[src/rtl/lssd_pkg.sv]
package lssd_pkg;

    typedef struct packed {
        logic mst;
        logic slv;
    } cell_state_t;

    typedef struct packed {
        logic err;
    } mon_state_t;

    function automatic logic clocks_collide(input logic c, input logic a, input logic b);
        return (a & c) | (a & b);
    endfunction

endpackage

[src/rtl/srl_cell.sv]
module srl_cell
    import lssd_pkg::*;
(
    input  logic clk,
    input  logic lvl_c,
    input  logic lvl_a,
    input  logic lvl_b,
    input  logic sys_bit,
    input  logic scan_bit,
    output logic mst_o,
    output logic slv_o
);

    cell_state_t st_d;
    cell_state_t st_q;

    always_comb begin
        st_d = st_q;
        if (lvl_c) begin
            st_d.mst = sys_bit;
        end else if (lvl_a) begin
            st_d.mst = scan_bit;
        end
        if (lvl_b) begin
            st_d.slv = st_q.mst;
        end
    end

    always_ff @(posedge clk) begin
        st_q <= st_d;
    end

    assign mst_o = st_q.mst;
    assign slv_o = st_q.slv;

endmodule

[src/rtl/clk_rule_mon.sv]
module clk_rule_mon
    import lssd_pkg::*;
(
    input  logic clk,
    input  logic rst_n,
    input  logic lvl_c,
    input  logic lvl_a,
    input  logic lvl_b,
    output logic err_o
);

    mon_state_t mon_d;
    mon_state_t mon_q;

    always_comb begin
        mon_d     = mon_q;
        mon_d.err = clocks_collide(lvl_c, lvl_a, lvl_b);
    end

    always_ff @(posedge clk or negedge rst_n) begin
        if (!rst_n) begin
            mon_q <= '0;
        end else begin
            mon_q <= mon_d;
        end
    end

    assign err_o = mon_q.err;

endmodule

[src/rtl/lssd_chain.sv]
module lssd_chain #(
    parameter int N = 8
) (
    input  logic         clk,
    input  logic         rst_n,
    input  logic         clk_c,
    input  logic         clk_a,
    input  logic         clk_b,
    input  logic [N-1:0] sys_d,
    input  logic         scan_in,
    output logic [N-1:0] l1_q,
    output logic [N-1:0] l2_q,
    output logic         scan_out,
    output logic         clk_err
);

    localparam int LAST = N - 1;

    logic [N-1:0] scan_link;

    generate
        for (genvar i = 0; i < N; i++) begin : g_cell
            if (i == 0) begin : g_head
                assign scan_link[i] = scan_in;
            end else begin : g_body
                assign scan_link[i] = l2_q[i-1];
            end

            srl_cell u_cell (
                .clk      (clk),
                .lvl_c    (clk_c),
                .lvl_a    (clk_a),
                .lvl_b    (clk_b),
                .sys_bit  (sys_d[i]),
                .scan_bit (scan_link[i]),
                .mst_o    (l1_q[i]),
                .slv_o    (l2_q[i])
            );
        end
    endgenerate

    assign scan_out = l2_q[LAST];

    clk_rule_mon u_mon (
        .clk   (clk),
        .rst_n (rst_n),
        .lvl_c (clk_c),
        .lvl_a (clk_a),
        .lvl_b (clk_b),
        .err_o (clk_err)
    );

endmodule

[config.mk]
export PLATFORM = sky130hd
export DESIGN_NAME = lssd_chain
export DESIGN_NICKNAME = d
export VERILOG_FILES = /design/src/rtl/lssd_pkg.sv /design/src/rtl/srl_cell.sv /design/src/rtl/clk_rule_mon.sv /design/src/rtl/lssd_chain.sv
export SDC_FILE = /design/constraint.sdc
export NUM_CORES = 1
export LEC_CHECK = 0
export BUFFER_PORTS_ARGS = -buffer_cell sky130_fd_sc_hd__clkbuf_2
export CAP_MARGIN = 20
export CORE_ASPECT_RATIO = 1.25
export CORE_MARGIN = 5
export CORE_UTILIZATION = 45
export DETAILED_ROUTE_END_ITERATION = 10
export GPL_TIMING_DRIVEN = 0
export PLACE_DENSITY = 0.87
export SYNTH_ARGS = -nofsm -noshare
export SYNTH_HDL_FRONTEND = slang
export SYNTH_SLANG_ARGS = --single-unit
[constraint.sdc]
create_clock -name clk -period 1.2 [get_ports clk]
set_input_delay 0.24 -clock clk [delete_from_list [all_inputs] [get_ports clk]]
set_output_delay 0.24 -clock clk [all_outputs]
set_load 0.03 [all_outputs]
### Word-level counts from Yosys, hierarchy flattened

Cells that the tools add are included.

* multiplexer cells: 16
* bitwise operators: 3
* reduce and logical (&&, ||, !) cells: 1

Operator list (count)
* $mux W1: 16
* $and A1 B1 Y1: 2
* $reduce_bool A2 Y1: 1
* $or A1 B1 Y1: 1

* register bits: 17
* output and inout port bits: 18

### Logic depth before layout (Yosys ltp)

* depth after elaboration: 2
* gate-level depth with buffers: 2
* gate-level depth less buffers: 1

### Hierarchy

Synthesis repeated with hierarchy kept, for this count alone.

* cell total of the unflattened synthesis: 35
* area, all modules: 690.7 um2

By module, submodules not included
* srl_cell: instances 8, cells an instance 4, area an instance 81.3 um2, sequential area each 60.1 um2
* clk_rule_mon: instances 1, cells an instance 2, area an instance 32.5 um2, sequential area each 25.0 um2
* lssd_chain: instances 1, cells an instance 1, area an instance 7.5 um2, sequential area each 0.0 um2

### Worst setup path after synthesis

OpenSTA, ideal clock, no wires.

* path kind: input to register
* from: input port clk_c
* to: register g_cell[0].u_cell.st_q (netlist bit g_cell[0].u_cell.mst_o), enable pin
* library setup time: 0.271 ns
* arrival time: 0.713 ns
* data required time: 0.929 ns
* path slack: 0.216 ns
* stages: 2
* buffers on the path: 1
* cells stage by stage: buf_6 > or2_2

* longest elaborated chain between the ends: 1

Ends and longest elaborated chain
* start, declared: line lssd_chain.sv:6 `input logic clk_c,`
* $reduce_bool A2 Y1 (no source line)
* end signal, assigned: line srl_cell.sv:30 `st_q <= st_d;`
* end, declared: line srl_cell.sv:15 `cell_state_t st_q;`

No other way between the ends.
A chain may end at the register's enable or synchronous reset.

### Final worst setup path

* from: register g_cell[3].u_cell.st_q (netlist bit g_cell[3].u_cell.slv_o)
* to: output port l2_q[3]

RTL lines
* start, declared: line srl_cell.sv:15
* start signal, assigned: line srl_cell.sv:30
* end, declared: line lssd_chain.sv:12 `output logic [N-1:0] l2_q,`

No word-level cell between the ends.

==> metrics.cfg <==
[run_status]
status=finished clean

[pwr]
worst_ir_drop_vdd_mv=0.840
p_seq_frac=0.537
comb_power_share=0.252
p_int_mw=1.02
switching_share=0.261
clkPwrFrac=0.211
p_sw_mw=0.362
p_leak_nw=0.491
powerDensity_nw_per_um2=1290

[worst_setup_path]
path_cells=clkbuf_8
crit_family=flip-flops
critPathCapture=l2_q[3]
slowest_delay_ps=440
cp.arrival_ps=900
cp.depth=1
r2r_setup_slack_ps=130
worstPathRequired_ps=960
critPathBufInv=1
cp_max_fo=2
critPathLaunch=g_cell[3].u_cell.slv_o
worstReg2RegEnd=g_cell[1].u_cell.mst_o
slowest_stage=edfxtp_1
endpoint_kind=output pin
worst-setup-path-type=reg -> out
timing.rr.start=g_cell[0].u_cell.slv_o
cp-start-kind=flip-flop
worst_r2r_path_depth=2

[logic_synthesis]
ys.warnings.count=0
synth_top_area_share=0.623
ys_types=7
syn_area_per_cell_um2=17.5
ys_seq_elements=17
synth_edf_count=16
async_reset_ff_frac=0.0588
synth.area.top_cells=edfxtp_1 62%, buf_4 16%, mux2_4 16%
synthesis.area_um2=771
synth_common_cells=16 x buf_4, 16 x edfxtp_1, 8 x mux2_4
synth-seq-area-share=0.656
syn-num-nets=58
synth_area_leader_cell=edfxtp_1
netlist_instances=44
ys.flop_type=edfxtp_1

[timing]
setup_violations=0
final_hold_viol_count=0
min_period_over_period=0.953
post-route-min-period_ps=1140
setup-tns-final_ps=0
tightest_slew_ps=245
max_slew_margin=0.837
fmax_mhz=875
rsz0062_at_grt=no
finalMaxSlewViolations=0
finClkSkew_ps=0.236

[global_routing]
grt_max_degree=11
grt_antenna_before_repair=0
gr-total-overflow=0
grt_pass1_wl_mm=2.15
track_usage=0.113
grt_pass1_vias=495

[final_layout]
seqCellArea_um2=505
multi_input_area_um2=134
nets=88
fin_cells=91
fillers=111
design_area_um2=1070
diodes=0
drive_above_1_share=0.740
syn_to_final_growth_pct=39.3

[drt]
wl_met3_um=129
drt_first_iter_violations=6
routed_wl_mm=1.35
num_vias=428
routed_via_density=4.70
ant_nets=0
firstDrtPassIters=3
wire_per_inst_um=14.8
route.detailed.drc=0
highest_layer=met3
wl_met1_um=560
met2_length_um=656

[clock_tree]
clkTransAtPathRegs_ps=90
cts_tree=built
clk_root_buffer_cell=clkbuf_4
worst_skew_pair.late_latency_ps=280
cts_htree_levels=1
cts_buffer_depth=2
cts.sinks=17
cts_buffers=3

[hold_path]
hold_class=in -> reg

[placement]
dp.cells=92
numPortBuffers=30
hpwl_um=996
place_congestion=0.617
postPlaceCellArea_um2=943

[die]
core-area_um2=1600
io_pins=32
num_rows=16
initial_core_util=0.481
dieWidth_um=47.0
dieHeight_um=56.3
die_area_um2=2650

[flow_run]
cap_violations=0

[sequential cells by signal (all words and copies together), names as in the netlist]
| signal | flops |
|---|---|
| u_mon.err_o | 1 |
| g_cell.u_cell.slv_o | 8 |
| g_cell.u_cell.mst_o | 8 |
[routing by layer]
metal  vias to the layer above  track usage
li1                        199            -
met1                       204        0.145
met2                        25        0.173
met3                         0       0.0351
met4                         0       0.0474
met5                         -            0
[metrics by stage]
stage                     setup WS (ps)  utilization  total power, mW  hold WS [ps]
after floorplan                     216            -            0.965         -55.6
after global placement              169        0.589             1.04          15.5
after detailed placement            160        0.589             1.05          20.0
after CTS                         -16.2        0.675             1.40           159
after global routing               13.8        0.670             1.44           168
final                              56.9        0.670             1.38           170
[layout by cell type (no fill, tap or decap)]
cell type,count
buf_4,10
buf_6,2
dlygate4sd3_1,1
o21a_1,1
clkbuf_2,14
dfrtp_1,1
clkbuf_8,15
clkinv_2,1
edfxtp_1,16
mux2_4,8
or2_2,1
clkbuf_4,3
[power by group through the flow]
stage          Combinational [mW]  Sequential (mW)  Clock, mW
2_1_floorplan               0.214            0.751          0
3_3_place_gp                0.296            0.748          0
6_report                    0.349            0.744      0.292
4_1_cts                     0.354            0.744      0.303
3_5_place_dp                0.302            0.752          0
5_1_grt                     0.365            0.750      0.329
[worst min-delay path by stage]
stage | start | end | slack, ps | depth (start not counted)
3_5_place_dp | rst_n | u_mon.err_o | 20 | 1
3_3_place_gp | rst_n | u_mon.err_o | 20 | 1
2_1_floorplan | rst_n | u_mon.err_o | -60 | 0
4_1_cts | clk_a | u_mon.err_o | 160 | 2
6_report | clk_a | u_mon.err_o | 170 | 2
5_1_grt | clk_a | u_mon.err_o | 170 | 2
[final cells by class]
cell class                 instances  share of cell area
sequential                        17               0.471
multi-input combinational         10               0.125
tap                               18              0.0210
timing repair buffer              41               0.347
buffer                             1              0.0105
clock inverter                     1             0.00466
clock buffer                       3              0.0210
[cell families (layout without fill, tap and decap cells)]
logic type             after synthesis  after routing  synth area share
AND/OR/NAND/NOR                      1              1           0.00812
AO/OA/AOI/OAI                        1              1           0.00974
multiplexers                         8              8             0.156
flip-flops                          17             17             0.656
buffers and inverters               17             46             0.170
[timing repair]
action | in CTS | in global routing
setup endpoints to repair | 16 | 1
buffers inserted | 10 | 0
gates resized for setup | 32 | 0
hold buffers | 1 | 0
gates cloned | 0 | 0
hold endpoints to repair | 1 | 0
Power figures use the tool's default switching activity.
